$ cat src/rtl/fuse_rd_pkg.sv
package fuse_rd_pkg;
  typedef enum logic [2:0] {
    ST_IDLE, ST_LOAD, ST_ASET, ST_STRB, ST_REL, ST_TAIL, ST_DESEL, ST_DONE
  } seq_state_e;

  // control word bit positions, decoded by the fuse macro
  localparam int unsigned CW_CSN      = 0;
  localparam int unsigned CW_STRB     = 1;
  localparam int unsigned CW_LOAD     = 2;
  localparam int unsigned CW_PGMN     = 3;
  localparam int unsigned CW_ADDR_LSB = 6;
endpackage

$ cat src/rtl/fuse_gap_timer.sv
module fuse_gap_timer #(
  parameter int unsigned CYCLES_PER_US = 100
) (
  input  logic clk_i,
  input  logic rst_ni,
  input  logic load_i,
  input  logic long_i,
  output logic expired_o
);
  localparam int unsigned LONG_CYC  = 2 * CYCLES_PER_US;
  localparam int unsigned SHORT_CYC = CYCLES_PER_US;
  localparam int unsigned TMR_W     = $clog2(LONG_CYC + 1);
  localparam logic [TMR_W-1:0] LONG_TERM  = TMR_W'(LONG_CYC - 1);
  localparam logic [TMR_W-1:0] SHORT_TERM = TMR_W'(SHORT_CYC - 1);

  logic [TMR_W-1:0] cnt_q;

  always_ff @(posedge clk_i or negedge rst_ni) begin
    if (!rst_ni)             cnt_q <= '0;
    else if (load_i)         cnt_q <= long_i ? LONG_TERM : SHORT_TERM;
    else if (cnt_q != '0)    cnt_q <= cnt_q - 1'b1;
  end

  assign expired_o = (cnt_q == '0);
endmodule

$ cat src/rtl/fuse_rd_fsm.sv
module fuse_rd_fsm
  import fuse_rd_pkg::*;
#(
  parameter int unsigned ADDR_W = 8,
  parameter int unsigned CNT_W  = 9
) (
  input  logic              clk_i,
  input  logic              rst_ni,
  input  logic              start_i,
  input  logic [ADDR_W-1:0] addr_i,
  input  logic [CNT_W-1:0]  count_i,
  input  logic              tmr_exp_i,
  output logic              tmr_load_o,
  output logic              tmr_long_o,
  output logic              capture_o,
  output logic [CNT_W-1:0]  byte_idx_o,
  output seq_state_e        state_q_o,
  output seq_state_e        state_d_o,
  output logic [ADDR_W-1:0] addr_d_o
);
  seq_state_e        state_q, state_d;
  logic [ADDR_W-1:0] addr_q, addr_d;
  logic [CNT_W-1:0]  remain_q, remain_d;
  logic [CNT_W-1:0]  idx_q, idx_d;

  always_comb begin
    state_d    = state_q;
    addr_d     = addr_q;
    remain_d   = remain_q;
    idx_d      = idx_q;
    tmr_load_o = 1'b0;
    tmr_long_o = 1'b1;
    capture_o  = 1'b0;
    unique case (state_q)
      ST_IDLE: begin
        if (start_i) begin
          if (count_i == '0) begin
            state_d = ST_DONE;
          end else begin
            state_d    = ST_LOAD;
            addr_d     = addr_i;
            remain_d   = count_i;
            idx_d      = '0;
            tmr_load_o = 1'b1;
          end
        end
      end
      ST_LOAD: if (tmr_exp_i) begin
        state_d    = ST_ASET;
        tmr_load_o = 1'b1;
      end
      ST_ASET: if (tmr_exp_i) begin
        state_d    = ST_STRB;
        tmr_load_o = 1'b1;
      end
      ST_STRB: if (tmr_exp_i) begin
        state_d    = ST_REL;
        tmr_load_o = 1'b1;
        capture_o  = 1'b1;
      end
      ST_REL: if (tmr_exp_i) begin
        tmr_load_o = 1'b1;
        if (remain_q == CNT_W'(1)) begin
          state_d = ST_TAIL;
        end else begin
          state_d  = ST_ASET;
          remain_d = remain_q - 1'b1;
          addr_d   = addr_q + 1'b1;
          idx_d    = idx_q + 1'b1;
        end
      end
      ST_TAIL: if (tmr_exp_i) begin
        state_d    = ST_DESEL;
        tmr_load_o = 1'b1;
        tmr_long_o = 1'b0;
      end
      ST_DESEL: if (tmr_exp_i) state_d = ST_DONE;
      ST_DONE:  state_d = ST_IDLE;
      default:  state_d = ST_IDLE;
    endcase
  end

  always_ff @(posedge clk_i or negedge rst_ni) begin
    if (!rst_ni) begin
      state_q  <= ST_IDLE;
      addr_q   <= '0;
      remain_q <= '0;
      idx_q    <= '0;
    end else begin
      state_q  <= state_d;
      addr_q   <= addr_d;
      remain_q <= remain_d;
      idx_q    <= idx_d;
    end
  end

  assign byte_idx_o = idx_q;
  assign state_q_o  = state_q;
  assign state_d_o  = state_d;
  assign addr_d_o   = addr_d;
endmodule

$ cat src/rtl/fuse_pin_drv.sv
module fuse_pin_drv
  import fuse_rd_pkg::*;
#(
  parameter int unsigned ADDR_W = 8
) (
  input  logic                        clk_i,
  input  logic                        rst_ni,
  input  seq_state_e                  state_d_i,
  input  logic [ADDR_W-1:0]           addr_d_i,
  output logic [CW_ADDR_LSB+ADDR_W-1:0] ctrl_o
);
  localparam int unsigned CW_W = CW_ADDR_LSB + ADDR_W;
  localparam logic [CW_W-1:0] IDLE_WORD = CW_W'(1) << CW_CSN;

  logic [CW_W-1:0] ctrl_d, ctrl_q;

  // encoded from next state so pins leave a flop, glitch free
  always_comb begin
    ctrl_d = '0;
    unique case (state_d_i)
      ST_IDLE, ST_DONE: ctrl_d[CW_CSN] = 1'b1;
      ST_LOAD: begin
        ctrl_d[CW_LOAD] = 1'b1;
        ctrl_d[CW_PGMN] = 1'b1;
      end
      ST_ASET, ST_REL, ST_TAIL: begin
        ctrl_d[CW_LOAD] = 1'b1;
        ctrl_d[CW_PGMN] = 1'b1;
        ctrl_d[CW_ADDR_LSB +: ADDR_W] = addr_d_i;
      end
      ST_STRB: begin
        ctrl_d[CW_LOAD] = 1'b1;
        ctrl_d[CW_PGMN] = 1'b1;
        ctrl_d[CW_STRB] = 1'b1;
        ctrl_d[CW_ADDR_LSB +: ADDR_W] = addr_d_i;
      end
      ST_DESEL: begin
        ctrl_d[CW_CSN]  = 1'b1;
        ctrl_d[CW_LOAD] = 1'b1;
        ctrl_d[CW_PGMN] = 1'b1;
        ctrl_d[CW_ADDR_LSB +: ADDR_W] = addr_d_i;
      end
      default: ctrl_d = IDLE_WORD;
    endcase
  end

  always_ff @(posedge clk_i or negedge rst_ni) begin
    if (!rst_ni) ctrl_q <= IDLE_WORD;
    else         ctrl_q <= ctrl_d;
  end

  assign ctrl_o = ctrl_q;
endmodule

$ cat src/rtl/fuse_byte_cap.sv
module fuse_byte_cap #(
  parameter int unsigned CNT_W    = 9,
  parameter int unsigned FLAG_IDX = 22
) (
  input  logic             clk_i,
  input  logic             rst_ni,
  input  logic             capture_i,
  input  logic [CNT_W-1:0] idx_i,
  input  logic [7:0]       dout_i,
  output logic [7:0]       byte_o,
  output logic             valid_o,
  output logic [1:0]       flag_o
);
  localparam logic [CNT_W-1:0] FLAG_POS = CNT_W'(FLAG_IDX);

  logic [7:0] byte_q;
  logic       valid_q;
  logic [1:0] flag_q;

  always_ff @(posedge clk_i or negedge rst_ni) begin
    if (!rst_ni) begin
      byte_q  <= '0;
      valid_q <= 1'b0;
      flag_q  <= '0;
    end else begin
      valid_q <= capture_i;
      if (capture_i) byte_q <= dout_i;
      if (capture_i && idx_i == FLAG_POS) flag_q <= dout_i[1:0];
    end
  end

  assign byte_o  = byte_q;
  assign valid_o = valid_q;
  assign flag_o  = flag_q;
endmodule

$ cat src/rtl/fuse_rd_seq.sv
module fuse_rd_seq
  import fuse_rd_pkg::*;
#(
  parameter int unsigned CYCLES_PER_US = 100,
  parameter int unsigned CNT_W         = 9,
  parameter int unsigned FLAG_IDX      = 22
) (
  input  logic             clk_i,
  input  logic             rst_ni,
  input  logic             start_i,
  input  logic [7:0]       addr_i,
  input  logic [CNT_W-1:0] count_i,
  output logic             busy_o,
  output logic             done_o,
  output logic [13:0]      fuse_ctrl_o,
  input  logic [7:0]       fuse_dout_i,
  output logic [7:0]       byte_o,
  output logic             byte_valid_o,
  output logic [1:0]       flag_o
);
  localparam int unsigned ADDR_W = 8;

  seq_state_e        state_q, state_d;
  logic [ADDR_W-1:0] addr_d;
  logic [CNT_W-1:0]  byte_idx;
  logic              tmr_load, tmr_long, tmr_exp, capture;

  fuse_gap_timer #(.CYCLES_PER_US(CYCLES_PER_US)) u_timer (
    .clk_i     (clk_i),
    .rst_ni    (rst_ni),
    .load_i    (tmr_load),
    .long_i    (tmr_long),
    .expired_o (tmr_exp)
  );

  fuse_rd_fsm #(.ADDR_W(ADDR_W), .CNT_W(CNT_W)) u_fsm (
    .clk_i      (clk_i),
    .rst_ni     (rst_ni),
    .start_i    (start_i),
    .addr_i     (addr_i),
    .count_i    (count_i),
    .tmr_exp_i  (tmr_exp),
    .tmr_load_o (tmr_load),
    .tmr_long_o (tmr_long),
    .capture_o  (capture),
    .byte_idx_o (byte_idx),
    .state_q_o  (state_q),
    .state_d_o  (state_d),
    .addr_d_o   (addr_d)
  );

  fuse_pin_drv #(.ADDR_W(ADDR_W)) u_pins (
    .clk_i     (clk_i),
    .rst_ni    (rst_ni),
    .state_d_i (state_d),
    .addr_d_i  (addr_d),
    .ctrl_o    (fuse_ctrl_o)
  );

  fuse_byte_cap #(.CNT_W(CNT_W), .FLAG_IDX(FLAG_IDX)) u_cap (
    .clk_i     (clk_i),
    .rst_ni    (rst_ni),
    .capture_i (capture),
    .idx_i     (byte_idx),
    .dout_i    (fuse_dout_i),
    .byte_o    (byte_o),
    .valid_o   (byte_valid_o),
    .flag_o    (flag_o)
  );

  assign busy_o = (state_q != ST_IDLE);
  assign done_o = (state_q == ST_DONE);
endmodule

$ cat config.mk
export PLATFORM = sky130hd
export DESIGN_NAME = fuse_rd_seq
export DESIGN_NICKNAME = d
export VERILOG_FILES = /design/src/rtl/fuse_rd_pkg.sv /design/src/rtl/fuse_gap_timer.sv /design/src/rtl/fuse_rd_fsm.sv /design/src/rtl/fuse_pin_drv.sv /design/src/rtl/fuse_byte_cap.sv /design/src/rtl/fuse_rd_seq.sv
export SDC_FILE = /design/constraint.sdc
export NUM_CORES = 1
export LEC_CHECK = 0
export BUFFER_PORTS_ARGS = -buffer_cell sky130_fd_sc_hd__buf_2
export CORE_ASPECT_RATIO = 1.1
export CORE_UTILIZATION = 49
export CTS_CLUSTER_SIZE = 30
export DETAILED_ROUTE_END_ITERATION = 12
export GPL_TIMING_DRIVEN = 0
export PLACE_DENSITY = 0.74
export SETUP_SLACK_MARGIN = 0.4
export SYNTH_ARGS = -nofsm -noshare
export SYNTH_HDL_FRONTEND = slang
export SYNTH_SLANG_ARGS = --single-unit
$ cat constraint.sdc
create_clock -name clk_i -period 2.66 [get_ports clk_i]
set_input_delay 0.399 -clock clk_i [delete_from_list [all_inputs] [get_ports clk_i]]
set_output_delay 0.399 -clock clk_i [all_outputs]
set_load 0.005 [all_outputs]
* Yosys cells after proc, flatten, opt, wreduce, memory -nomap -nowiden
Index checks and enable logic that the tools add are counted.
** Cells by class
- $add $sub $neg :: 4
- Muxes and demuxes :: 39
- Equality and inequality tests :: 20
- Reductions and logical operators :: 14
** Operators with widths (number)
- $mux 9 :: 8
- $mux 8 :: 8
- $pmux 9 s2 :: 2
- $mux 3 :: 9
- $eq 3x3->1 const B :: 8
- $pmux 3 s8 :: 1
- $pmux 8 s2 :: 1
- $eq 3x2->1 const B :: 4
- $reduce_or 5->1 :: 2
- $add 9x1->9 const B :: 1
- $eq 9x1->1 const B :: 1
- $eq 9x5->1 const B :: 1
- $logic_not 9->1 :: 1
- $sub 9x1->9 const B :: 1
- $add 8x1->8 const B :: 1
- $logic_not 8->1 :: 1
- $mux 1 :: 8
- $ne 2x2->1 const B :: 4
- $reduce_bool 8->1 :: 1
- $sub 8x1->8 const B :: 1
- $eq 3x1->1 const B :: 2
- $logic_not 3->1 :: 2
- $reduce_or 6->1 :: 1
- $reduce_and 5->1 :: 1
- other kinds (6) :: 7
** Word-level totals
- Bits of input ports :: 28
- Output and inout bits :: 27
- Register bits :: 60
- Logic and storage cells :: 86

* Depth between registers and ports, before layout
Gate-level depths: netlist of run 1.
- Depth after elaboration :: 7
- Depth in mapped cells :: 10

* By module
A second synthesis of run 1 with hierarchy kept.
** Second synthesis, totals
- Cells, all modules :: 319
- Area total of the unflattened synthesis :: 3189.3 sq um
** Modules (own cells, without submodules)
- fuse_rd_fsm :: seq. area each 725.7 sq um, cells each 215, times used 1, area each 1834.3 sq um
- fuse_gap_timer :: seq. area each 200.2 sq um, cells each 46, times used 1, area each 491.7 sq um
- fuse_byte_cap :: seq. area each 275.3 sq um, cells each 25, times used 1, area each 450.4 sq um
- fuse_pin_drv :: seq. area each 276.5 sq um, cells each 31, times used 1, area each 399.1 sq um
- fuse_rd_seq :: seq. area each 0.0 sq um, cells each 2, times used 1, area each 13.8 sq um

* Least setup slack after synthesis of run 1
OpenSTA, ideal clock, no wires.
- Kind :: reg-to-reg
- Start point :: reg u_timer.cnt_q[0]
- End point :: reg u_pins.ctrl_q[3], in the netlist u_pins.ctrl_o[3]
- Stages on the path, launching flop included :: 10
- Library setup time :: 0.119 ns
- Path slack :: 0.023 ns
- Path buffers :: 1
- Required time :: 2.541 ns
- Arrival time :: 2.518 ns
- Path through :: dfrtp_1 > inv_1 > ha_1 > or4b_1 > buf_4 > or4_4 > o211ai_2 > a22oi_4 > or3_1 > o21a_1
** On the way
- Cells in the longest elaborated chain, start to end :: 6
** RTL lines
- start: declaration :: line fuse_gap_timer.sv:16 : logic [TMR_W-1:0] cnt_q;
- start signal: assignment :: line fuse_gap_timer.sv:20 : else if (load_i) cnt_q <= long_i ? LONG_TERM : SHORT_TERM;
- start signal: assignment :: line fuse_gap_timer.sv:21 : else if (cnt_q != '0) cnt_q <= cnt_q - 1'b1;
- $logic_not 8->1 (*) :: line fuse_gap_timer.sv:24 : assign expired_o = (cnt_q == '0);
- $mux 3 (tied with other cells) :: line fuse_rd_fsm.sv:77 : ST_DESEL: if (tmr_exp_i) state_d = ST_DONE;
- $pmux 3 s8 (*) :: line fuse_rd_fsm.sv:34 : unique case (state_q)
- net state_d[1] :: line fuse_rd_seq.sv:23 : seq_state_e state_q, state_d;
- $eq 3x1->1 (tied with other cells) :: line fuse_pin_drv.sv:20 : unique case (state_d_i)
- $reduce_or 6->1 (no source line) (*)
- $mux 2 (*) :: line fuse_pin_drv.sv:20
- end signal: assignment :: line fuse_pin_drv.sv:49 : else ctrl_q <= ctrl_d;
- end: declaration :: line fuse_pin_drv.sv:15 : logic [CW_W-1:0] ctrl_d, ctrl_q;
Mark *: on every way through the listed nets, which the timed path passes. The rest lies on a longest branch.
A chain may end at the register's enable or synchronous reset.

* Final worst setup path of run 1
Same ends and word-level chain as after synthesis.

==> impl_summary.txt, run 1 <==
----------------------------------------------------
[Worst setup path]
  Critical Setup Path Class ... reg -> reg
  Family with the most delay on the worst path ... simple AND/OR/NAND/NOR gates
  Cell chain of the critical path ... inv_2 -> ha_4 -> or4b_4 -> buf_12 -> or4_4 -> o211ai_2 -> a22oi_4 -> or3_1 -> o21a_1
  Max FO, Critical Path ... 5
  Arrival time reported for the critical path endpoint ... 2.79 ns
  Terminus of the critical flop-to-flop path ... u_pins.ctrl_o[3]
  Critical Path Source Type ... register
  R2R depth ... 9
  Data required time at the worst endpoint ... 2.89 ns
  Slack of the worst reg-to-reg path ... 0.1 ns
  Critical path buffers and inverters ... 2
  Reg-to-reg critical path startpoint ... u_timer.cnt_q[0]
  CP peak stage delay ... 0.49 ns
  Critical path capture point type ... register
  Master of the slowest instance on the critical path ... sky130_fd_sc_hd__or4b_4

[Routing]
  Drt total wl ... 8130 um
  DRC violation count after routing ... 0
  Routed via count ... 2,926
  First-pass iteration count of the detailed router ... 6
  Via density per instance ... 5.66
  Initial detailed-routing violation count ... 220
  Antenna viol nets, final ... 0
  Mean routed wirelength per cell ... 15.7 um

[Die]
  Core box area ... 0.00627 mm2
  Number of top-level design ports ... 55
  Floorplan row count ... 30
  Initial standard-cell utilization of the core ... 51.8%
  Die height ... 87.4 um
  X dimension of the die ... 79.6 um
  Total Die Area ... 0.00696 mm2

[Clock tree]
  Clock root buffer ... sky130_fd_sc_hd__clkbuf_8
  Sink Count ... 59
  Clock latency reported for the late side of the worst-skew pair ... 0.34 ns
  Total number of H-tree levels ... 3
  TritonCTS clock tree ... built
  Maximum buffer depth of the clock tree ... 2
  Number of buffers created by CTS ... 9
  Clock-pin slew of the registers on the worst-case setup and hold paths ... 0.06 ns

[Placed design]
  Pre-CTS setup slack ... -0.367 ns
  Detailed placer's ending HPWL ... 5120 um
  Final weighted congestion of routability-driven global placement ... 0.917
  Count of buffers inserted at the top-level ports ... 52

[Yosys]
  Leading post-synthesis cells by cell area ... sky130_fd_sc_hd__dfrtp_1 (45%), sky130_fd_sc_hd__nor2_1 (4.2%), sky130_fd_sc_hd__nand2_1 (4.0%)
  Mapped Avg Cell Area ... 9.70 um2
  Synth cell types ... 62
  Cell area after synthesis ... 0.00325 mm2
  Number of synthesized register bits ... 59
  Number of warning messages in the yosys log ... 0
  Share of the synthesized area in the top cell type ... 44.7%
  Largest area contributor in the netlist ... sky130_fd_sc_hd__dfrtp_1
  Synth top cells by count ... sky130_fd_sc_hd__dfrtp_1 (58), sky130_fd_sc_hd__nor2_1 (36), sky130_fd_sc_hd__nand2_1 (35)
  Primary FF master, synth ... sky130_fd_sc_hd__dfrtp_1
  Share of async-settable or async-resettable flops after synthesis ... 100%
  Most common cell in the netlist ... sky130_fd_sc_hd__dfrtp_1
  Synthesized instance count ... 335
  Number of flops mapped to enable cells by yosys ... 0
  Post-synthesis sequential area ratio ... 45.5%

[Final layout]
  NumNets Final ... 470
  P&R area growth vs syn ... 35.0%
  Fraction of layout instances using a drive strength above 1 ... 37.1%
  Count of inserted antenna diode cells ... 0

[Timing]
  Slew margin rel. ... 42.6%
  Unrepaired setup endpoints after global routing ... yes
  Post-route fraction of the period consumed by the critical path ... 96.4%
  Transition at the pin with the smallest max-transition slack ... 0.854 ns
  Final count of hold timing violations ... 0
  Maximum clock frequency ... 390 MHz
  Final Setup Violations ... 0
  Post-route setup slack ... 0.0970 ns
  Number of pins exceeding their max-slew limit in the final report ... 0
  Post-route clock skew ... 0.0104 ns
  Fin crit period ... 2.56 ns
  Total Negative Setup Slacks ... 0 ns

[Global route]
  First-pass GRT wire length ... 13,100 um
  Pin count of the biggest net entering global routing ... 60
  Peak-usage layer in the global routing report ... met2
  GR Util met1 ... 32.7%
  Global router's overall resource usage ... 24.7%
  Number of global-route vias before repair ... 2,818
  Met3 track utilization from global routing ... 3.66%
  Antenna violations before repair ... 0
  Met2 usage ... 40.2%
  GRT overflow ... 0

[Run status]
  Outcome ... complete, no violations

[Pwr]
  Leakage power of the design ... 2.02 nW
  Power density cells ... 1080 mW/mm2
  Worst IR drop on VDD ... 677 uV

[Run]
  Count of maximum capacitance violations ... 0

[Hold path]
  Path class of the lowest-slack min-delay path ... in -> async

----------------------------------------------------
[cell families after synthesis]
logic type,after synthesis,share of synthesized area (%)
AND/OR/NAND/NOR,135,21.4
multiplexers,15,5.39
AO/OA/AOI/OAI,79,17.6
adder cells (fa/ha/maj),10,3.85
XOR/XNOR,10,2.70
buffers and inverters,26,3.47
other,1,0.115
flip-flops,59,45.5
[repair_timing]
action / in CTS / in global routing
gates cloned: 2 / 0
resized for setup: 45 / 24
hold buffers: 0 / 0
pin swaps: 20 / 18
endpoints found under the setup margin: 54 / 47
buffers inserted: 22 / 9
[cell usage in the layout (no fill, tap or decap), types with 8 or more instances in the layout]
cell type	netlist	layout
sky130_fd_sc_hd__inv_1	12	9
sky130_fd_sc_hd__buf_4	4	27
sky130_fd_sc_hd__ha_1	10	9
sky130_fd_sc_hd__nor2_1	36	31
sky130_fd_sc_hd__buf_2	0	51
sky130_fd_sc_hd__o21ai_1	14	11
sky130_fd_sc_hd__nor3_1	9	9
sky130_fd_sc_hd__mux2_1	10	10
sky130_fd_sc_hd__xor2_1	8	8
sky130_fd_sc_hd__a21oi_1	15	14
sky130_fd_sc_hd__clkbuf_8	0	11
sky130_fd_sc_hd__dfrtp_1	58	56
sky130_fd_sc_hd__nand2_1	35	27
[registers in the layout, summed over array words and instances, names as in the netlist]
register	count
u_fsm.byte_idx_o	9
u_fsm.remain_q	9
u_cap.valid_o	1
u_cap.flag_o	2
u_fsm.addr_q	8
u_timer.cnt_q	8
u_fsm.state_q_o	3
u_pins.ctrl_o	11
u_cap.byte_o	8
[power breakdown]
part / total, mW / internal (mW) / switching (mW) / leakage [nW]
Sequential: 1.59 / 1.23 / 0.357 / 0.737
Combinational: 2.36 / 1.15 / 1.21 / 1.19
Clock: 0.803 / 0.456 / 0.347 / 0.0974
[stage by stage]
stage                     utilization, %  instances  hold slack (ns)  cell area, um2  total power [mW]
after detailed placement            58.2        468            0.475            3650              3.30
after global routing                70.0        517            0.195            4390              5.08
after floorplan                        -        336            0.103            3290              2.83
final                               70.0        517            0.125            4390              4.76
after CTS                           67.5        508            0.273            4230              4.57
after global placement              58.2        468            0.463            3650              3.25
[worst register-to-register path, cell delays in order (launching register included)]
cell and delay, ns:
sky130_fd_sc_hd__dfrtp_1 0.39, sky130_fd_sc_hd__inv_2 0.08, sky130_fd_sc_hd__ha_4 0.12, sky130_fd_sc_hd__or4b_4 0.49
sky130_fd_sc_hd__buf_12 0.16, sky130_fd_sc_hd__or4_4 0.44, sky130_fd_sc_hd__o211ai_2 0.11, sky130_fd_sc_hd__a22oi_4 0.13
sky130_fd_sc_hd__or3_1 0.41, sky130_fd_sc_hd__o21a_1 0.12
[metal layers]
metal / wire (um) / share of wire, %
met1: 3540 / 43
met2: 3980 / 49
met3: 484 / 6.0
met4: 125 / 1.5
met5: 0 / 0
[cell type report]
cell class                      count  area (um2)
Buffer                             14         106
Multi-Input combinational cell    251        1880
Inverter                           12        45.0
Sequential cell                    59        1480
Timing Repair Buffer               85         586
Clock inverter                      3        40.0
Fill cell                         454        1880
Tap cell                           80         100
Clock buffer                       13         149
[worst max path at each step]
| stage | start | endpoint | slack, ns | cells past startpoint |
|---|---|---|---|---|
| finish | u_timer.cnt_q[0] | u_pins.ctrl_o[3] | 0.1 | 9 |
| global route | u_timer.cnt_q[0] | u_pins.ctrl_o[8] | 0.01 | 10 |
| CTS | u_timer.cnt_q[0] | u_pins.ctrl_o[3] | 0.12 | 9 |
| detailed placement | u_timer.cnt_q[0] | u_fsm.remain_q[6] | -0.37 | 9 |
| global placement | u_timer.cnt_q[0] | u_fsm.remain_q[3] | -0.30 | 9 |
| floorplan | u_timer.cnt_q[0] | u_pins.ctrl_o[3] | 0.16 | 9 |
(Power assumes the default switching activity.)
==> run 2: changes to the inputs <==
--- a/config.mk
+++ b/config.mk
@@ -15,4 +15,5 @@
 export SETUP_SLACK_MARGIN = 0.4
 export SYNTH_ARGS = -nofsm -noshare
 export SYNTH_HDL_FRONTEND = slang
+export SYNTH_HIERARCHICAL = 1
 export SYNTH_SLANG_ARGS = --single-unit
==> constraint.sdc (replaced) <==
create_clock -name clk_i -period 2.66 [get_ports clk_i]
set_input_delay 0.399 -clock clk_i [delete_from_list [all_inputs] [get_ports clk_i]]
set_output_delay 0.399 -clock clk_i [all_outputs]
set_load 0.05 [all_outputs]
==> run 2 against run 1 <==
Net effect: flip-flop and latch count unchanged; clock-buffer cell count down 1; synthesized cell count decreased by 4.8%; cell count decreased by 4.8%; via count grew 1.2%; worst setup slack improved by 0.083 ns; cell area shrank 4.2%; register-to-register slack improved by 0.08 ns; core utilization shrank 2.6 points; critical path type unchanged.
==> impl_summary.txt, run 2 <==
----------------------------------------------------
[Clock tree]
  Hold-fix buffer count after cts ... 0
  Clock latency reported for the late side of the worst-skew pair ... 0.34 ns
  Maximum buffer depth of the clock tree ... 2
  Sink Count ... 59
  Clock-pin slew of the registers on the worst-case setup and hold paths ... 0.07 ns
  Number of buffers created by CTS ... 9
  TritonCTS clock tree ... built
  Total number of H-tree levels ... 3
  Clock root buffer ... sky130_fd_sc_hd__clkbuf_8

[Die]
  Number of top-level design ports ... 55
  X dimension of the die ... 78.9 um
  Die height ... 86.6 um
  Initial standard-cell utilization of the core ... 51.2%
  Core box area ... 0.00623 mm2
  Floorplan row count ... 30
  Total Die Area ... 0.00684 mm2

[Timing]
  Post-route clock skew ... 0.00921 ns
  Unrepaired setup endpoints after global routing ... yes
  Final count of hold timing violations ... 0
  Slew margin rel. ... 51.3%
  Transition at the pin with the smallest max-transition slack ... 0.730 ns
  Number of pins exceeding their max-slew limit in the final report ... 0
  Post-route setup slack ... 0.180 ns
  Post-route fraction of the period consumed by the critical path ... 93.2%
  Fin crit period ... 2.48 ns
  Final Setup Violations ... 0
  Maximum clock frequency ... 403 MHz

[Routing]
  Antenna viol nets, final ... 0
  Mean routed wirelength per cell ... 16.7 um
  Initial detailed-routing violation count ... 190
  First-pass iteration count of the detailed router ... 5
  Drt total wl ... 8240 um
  DRC violation count after routing ... 0
  Via density per instance ... 6.02
  Routed via count ... 2,961

[Worst setup path]
  Data required time at the worst endpoint ... 2.89 ns
  Critical path capture point type ... register
  Arrival time reported for the critical path endpoint ... 2.71 ns
  Critical Setup Path Class ... reg -> reg
  Critical Path Source Type ... register
  Slack of the worst reg-to-reg path ... 0.18 ns
  Max FO, Critical Path ... 5

[Final layout]
  Commonest cells after routing, fill and taps aside ... sky130_fd_sc_hd__buf_2 (55), sky130_fd_sc_hd__dfrtp_1 (55), sky130_fd_sc_hd__nand2_1 (23)
  P&R area growth vs syn ... 31.8%
  Total area of sequential cells ... 0.00148 mm2
  Area of the multi-input gates ... 0.00177 mm2
  Number of fill cells ... 494
  NumNets Final ... 440
  Finished Core Util ... 67.4%
  Fraction of layout instances using a drive strength above 1 ... 40.8%
  Count of inserted antenna diode cells ... 0
  Max FFs per register ... 11

[Global route]
  First-pass GRT wire length ... 12,700 um
  Pin count of the biggest net entering global routing ... 60
  Number of global-route vias before repair ... 2,647
  Antenna violations before repair ... 0
  GRT overflow ... 0
  Global router's overall resource usage ... 24.6%

[Placed design]
  Count of buffers inserted at the top-level ports ... 52
  Final weighted congestion of routability-driven global placement ... 0.904
  Pre-CTS setup slack ... -0.117 ns
  Detailed placer's ending HPWL ... 5190 um

[Yosys]
  Post-synthesis sequential area ratio ... 46.3%
  Leading post-synthesis cells by cell area ... sky130_fd_sc_hd__dfrtp_1 (46%), sky130_fd_sc_hd__o21ai_0 (3.9%), sky130_fd_sc_hd__mux2_2 (3.2%)
  Number of synthesized register bits ... 59
  Most common cell in the netlist ... sky130_fd_sc_hd__dfrtp_1
  Cell area after synthesis ... 0.00319 mm2
  Synthesized instance count ... 319
  Main combinational cell family by area after synthesis ... simple AND/OR/NAND/NOR gates
  Share of async-settable or async-resettable flops after synthesis ... 100%
  Primary FF master, synth ... sky130_fd_sc_hd__dfrtp_1
  Synth cell types ... 72
  Share of the synthesized area in the top cell type ... 45.5%
  Area fraction in and, or, nand and nor cells after synthesis ... 23.0%
  Synth top cells by count ... sky130_fd_sc_hd__dfrtp_1 (58), sky130_fd_sc_hd__nand2_1 (27), sky130_fd_sc_hd__o21ai_0 (25)
  Share of the synthesized area in compound gates (AO/OA/AOI/OAI) ... 19.6%
  Number of warning messages in the yosys log ... 6
  Largest area contributor in the netlist ... sky130_fd_sc_hd__dfrtp_1
  Mapped Avg Cell Area ... 10.0 um2
  Number of flops mapped to enable cells by yosys ... 0
  Synthesized-area fraction occupied by adder cells ... 1.96%
  Xor and xnor fraction of the mapped netlist area ... 0.275%
  Fraction of synthesized area in multiplexers ... 4.20%

[Pwr]
  Power density cells ... 443 mW/mm2
  Worst IR drop on VDD ... 398 uV
  Overall power of the completed layout ... 1.86 mW
  Leakage power of the design ... 1.84 nW

[Run]
  Count of maximum capacitance violations ... 0

[Hold path]
  Path class of the lowest-slack min-delay path ... in -> async

[Run status]
  Outcome ... complete, no violations

----------------------------------------------------
[run 2: cell types whose count changed in the layout (fill, tap and decap cells not counted), sizes merged, moves of 5 or more]
cell and delta:
nor2 -17, and3 +11, xor2 -8, nand2 -7, or4 +6, ha -5
nor2b -5
[run 2: path summary, 6_finish.rpt]
| check | startpoint | end | cells after the start |
|---|---|---|---|
| worst max-delay path | u_timer/cnt_q[4] | u_cap/flag_o[0] | 8 |
| max in group asynchronous | rst_ni | u_timer/cnt_q[4] | 1 |
| worst min-delay path | rst_ni | u_cap/flag_o[1] | 1 |
| worst min register to register | u_cap/flag_o[1] | u_cap/flag_o[1] | 1 |
| worst max register to register | u_timer/cnt_q[4] | u_cap/flag_o[0] | 8 |
| min in group clk_i | fuse_dout_i[3] | u_cap/byte_o[3] | 2 |
[run 2: repair_timing]
action,4_1_cts,5_1_grt
setup buffers,8,15
gates resized for setup,14,61
gates cloned,0,1
endpoints found under the setup margin,49,47
endpoints found under the hold margin,0,0
pin swaps,3,19
[run 2: stage by stage]
stage	instances	setup TNS [ns]	hold WS, ns	instance area, um2
finish	492	0	0.116	4200
global placement	452	-0.705	0.471	3570
global route	492	0	0.173	4200
floorplan	320	0	0.103	3210
detailed placement	452	-1.02	0.480	3570
CTS	476	0	0.276	3870
[run 2: power by group]
group / internal [mW] / leakage (nW) / switching, mW
Combinational: 0.0290 / 1.04 / 0.0550
Sequential: 0.905 / 0.693 / 0.00757
Clock: 0.506 / 0.108 / 0.358
Total: 1.44 / 1.84 / 0.420
[run 2: worst max-delay path: stages, from the launching register on]
cell and delay [ns]:
sky130_fd_sc_hd__dfrtp_2 0.41, sky130_fd_sc_hd__or4_4 0.55, sky130_fd_sc_hd__nor3_4 0.23, sky130_fd_sc_hd__clkbuf_8 0.20
sky130_fd_sc_hd__and3_4 0.19, sky130_fd_sc_hd__buf_8 0.09, sky130_fd_sc_hd__nor4b_4 0.22, sky130_fd_sc_hd__nand4b_4 0.16
sky130_fd_sc_hd__mux2_4 0.32
[run 2: cells by family (layout without fill, tap and decap cells)]
kind of cell    after synthesis  after routing
xor+xnor                      1              1
flops                        59             59
compound gates               92             92
fa+ha+maj                     5              5
other cells                   1              2
buf+inv                      27            119
simple gates                122            122
mux                          12             12
[run 2: layout make-up]
type / instances / area share (%)
tap: 80 / 2.38
timing repair buffer: 76 / 11.2
multi-input combinational: 234 / 42.1
clock inverter: 4 / 1.13
sequential: 59 / 35.2
clock buffer: 12 / 3.93
buffer: 17 / 3.10
inverter: 10 / 0.893
[run 2: layer usage]
layer | wire (um) | GRT usage, % | up-vias
met3 | 570 | 5.79 | 22
li1 | - | - | 1378
met4 | 179 | 11.2 | 0
met5 | 0 | 0 | -
met2 | 4120 | 40.6 | 155
met1 | 3360 | 30.8 | 1406
==> run 3: changes to the inputs <==
--- a/config.mk
+++ b/config.mk
@@ -5,13 +5,12 @@
 export SDC_FILE = /design/constraint.sdc
 export NUM_CORES = 1
 export LEC_CHECK = 0
-export BUFFER_PORTS_ARGS = -buffer_cell sky130_fd_sc_hd__buf_2
 export CORE_ASPECT_RATIO = 1.1
 export CORE_UTILIZATION = 49
 export CTS_CLUSTER_SIZE = 30
 export DETAILED_ROUTE_END_ITERATION = 12
+export DONT_BUFFER_PORTS = 1
 export GPL_TIMING_DRIVEN = 0
-export PLACE_DENSITY = 0.74
 export SETUP_SLACK_MARGIN = 0.4
 export SYNTH_ARGS = -nofsm -noshare
 export SYNTH_HDL_FRONTEND = slang
==> constraint.sdc (replaced) <==
create_clock -name clk_i -period 3.1 [get_ports clk_i]
set_input_delay 0.465 -clock clk_i [delete_from_list [all_inputs] [get_ports clk_i]]
set_output_delay 0.465 -clock clk_i [all_outputs]
set_load 0.05 [all_outputs]
==> run 3 against run 2 <==
Net effect: combinational power is 48% lower; maximum frequency decreased by 2.2%; global-route usage decreased by 1.2 points; total power decreased by 12%.
==> impl_summary.txt, run 3 (synthesis gave the netlist of run 2 again) <==
----------------------------------------------------
[Clock tree]
  Maximum buffer depth of the clock tree ... 2
  Number of buffers created by CTS ... 9
  Clock-pin slew of the registers on the worst-case setup and hold paths ... 0.07 ns
  Total number of H-tree levels ... 3
  Sink Count ... 59
  TritonCTS clock tree ... built
  Clock latency reported for the late side of the worst-skew pair ... 0.33 ns
  Clock root buffer ... sky130_fd_sc_hd__clkbuf_8

[Die]
  Die height ... 86.6 um
  Floorplan row count ... 30
  Core box area ... 0.00623 mm2
  Initial standard-cell utilization of the core ... 51.2%
  X dimension of the die ... 78.9 um
  Number of top-level design ports ... 55
  Total Die Area ... 0.00684 mm2

[Routing]
  DRC violation count after routing ... 0
  Mean routed wirelength per cell ... 18.0 um
  Initial detailed-routing violation count ... 139
  First-pass iteration count of the detailed router ... 4
  Drt total wl ... 7550 um
  Via density per instance ... 6.09
  Antenna viol nets, final ... 0
  Routed via count ... 2,551

[Timing]
  Unrepaired setup endpoints after global routing ... no
  Final count of hold timing violations ... 0
  Fin crit period ... 2.54 ns
  Total Negative Setup Slacks ... 0 ns
  Final Setup Violations ... 0
  Post-route fraction of the period consumed by the critical path ... 81.8%
  Post-route setup slack ... 0.565 ns
  Maximum clock frequency ... 394 MHz
  Number of pins exceeding their max-slew limit in the final report ... 0
  Post-route clock skew ... 0.00954 ns

[Worst setup path]
  Critical Setup Path Class ... reg -> reg
  Critical Path Source Type ... register
  Max FO, Critical Path ... 10
  Arrival time reported for the critical path endpoint ... 2.76 ns
  Data required time at the worst endpoint ... 3.32 ns
  Critical path capture point type ... register

[Placed design]
  Final weighted congestion of routability-driven global placement ... 0.832
  Detailed placer's ending HPWL ... 5170 um
  Count of buffers inserted at the top-level ports ... 0
  # placed instances ... 400
  Post-placement cell area ... 0.00329 mm2
  Pre-CTS setup slack ... 0.0991 ns

[Final layout]
  Fraction of layout instances using a drive strength above 1 ... 18.6%
  Max FFs per register ... 11
  Final non-filler cell area ... 0.00360 mm2
  Commonest cells after routing, fill and taps aside ... sky130_fd_sc_hd__dfrtp_1 (57), sky130_fd_sc_hd__nand2_1 (26), sky130_fd_sc_hd__o21ai_0 (24)
  Count of inserted antenna diode cells ... 0
  Layout Cells excl Fill ... 419
  P&R area growth vs syn ... 12.9%
  NumNets Final ... 367
  Finished Core Util ... 57.8%
  Number of fill cells ... 567
  Most frequent standard cell in the layout excluding fill and tap cells ... sky130_fd_sc_hd__dfrtp_1

[Pwr]
  Leakage power of the design ... 1.45 nW
  Worst IR drop on VDD ... 342 uV
  Power density cells ... 455 mW/mm2

[Run]
  Count of maximum capacitance violations ... 0

[Global route]
  Pin count of the biggest net entering global routing ... 60
  GRT overflow ... 0
  Global router's overall resource usage ... 23.4%
  First-pass GRT wire length ... 12,100 um
  Antenna violations before repair ... 0
  Number of global-route vias before repair ... 2,456

[Run status]
  Outcome ... complete, no violations

[Hold path]
  Path class of the lowest-slack min-delay path ... in -> reg

----------------------------------------------------
[run 3: timing repair]
item / in CTS / in global routing
pin swaps: 1 / 1
hold buffers: 2 / 0
endpoints found under the hold margin: 59 / 0
setup buffers: 1 / 0
endpoints found under the setup margin: 16 / 16
resized for setup: 3 / 11
[run 3: worst max-delay path: stages, from the launching register on]
cell and delay (ns):
sky130_fd_sc_hd__dfrtp_2 0.46, sky130_fd_sc_hd__or4_4 0.57, sky130_fd_sc_hd__nor3_4 0.18, sky130_fd_sc_hd__buf_4 0.19
sky130_fd_sc_hd__o21ai_1 0.12, sky130_fd_sc_hd__o22ai_2 0.20, sky130_fd_sc_hd__mux2i_2 0.14, sky130_fd_sc_hd__or2_1 0.24
sky130_fd_sc_hd__buf_6 0.14, sky130_fd_sc_hd__and3_1 0.18
[run 3: path summary, 6_finish.rpt]
check / start / endpoint / slack, ns / cells after the start
max: u_timer/cnt_q[3] / u_pins/ctrl_o[11] / 0.56 / 9
min: count_i[8] / u_fsm/remain_q[8] / 0.25 / 2
max reg2reg: u_timer/cnt_q[3] / u_pins/ctrl_o[11] / 0.56 / 9
min reg2reg: u_fsm/addr_q[1] / u_fsm/addr_q[1] / 0.54 / 1
max in group asynchronous: rst_ni / u_pins/ctrl_o[0] / 2.14 / 2
min in group asynchronous: rst_ni / u_cap/flag_o[0] / 0.65 / 2
[run 3: final cells by class]
| type | count | area (um2) | share of cell area (%) |
|---|---|---|---|
| clock inverters | 4 | 72.6 | 2.01 |
| clock buffers | 12 | 155 | 4.31 |
| repair buffers | 3 | 45.0 | 1.25 |
| multi-input cells | 234 | 1600 | 44.4 |
| flip-flops and latches | 59 | 1480 | 41.1 |
| well taps | 80 | 100 | 2.78 |
| inverters | 10 | 37.5 | 1.04 |
| plain buffers | 17 | 115 | 3.20 |
[run 3: per-layer routing]
| metal | vias up | part of all wire [%] | global-route usage (%) |
|---|---|---|---|
| met5 | - | 0 | 0 |
| met1 | 1221 | 44 | 30.3 |
| met4 | 0 | 1.5 | 9.09 |
| met2 | 94 | 47 | 36.8 |
| li1 | 1226 | - | - |
| met3 | 10 | 7.1 | 7.16 |
[run 3: where the power goes]
part	switching, mW	internal (mW)	leakage [nW]
clock	0.308	0.496	0.113
combinational	0.0292	0.0141	0.647
sequential	0.0162	0.776	0.695
total	0.353	1.29	1.45
[run 3: stage by stage]
step                power [mW]  hold WS, ns
floorplan                0.825        0.169
global placement         0.829        0.171
detailed placement       0.831        0.171
CTS                       1.66        0.242
global route              1.70        0.247
finish                    1.64        0.255
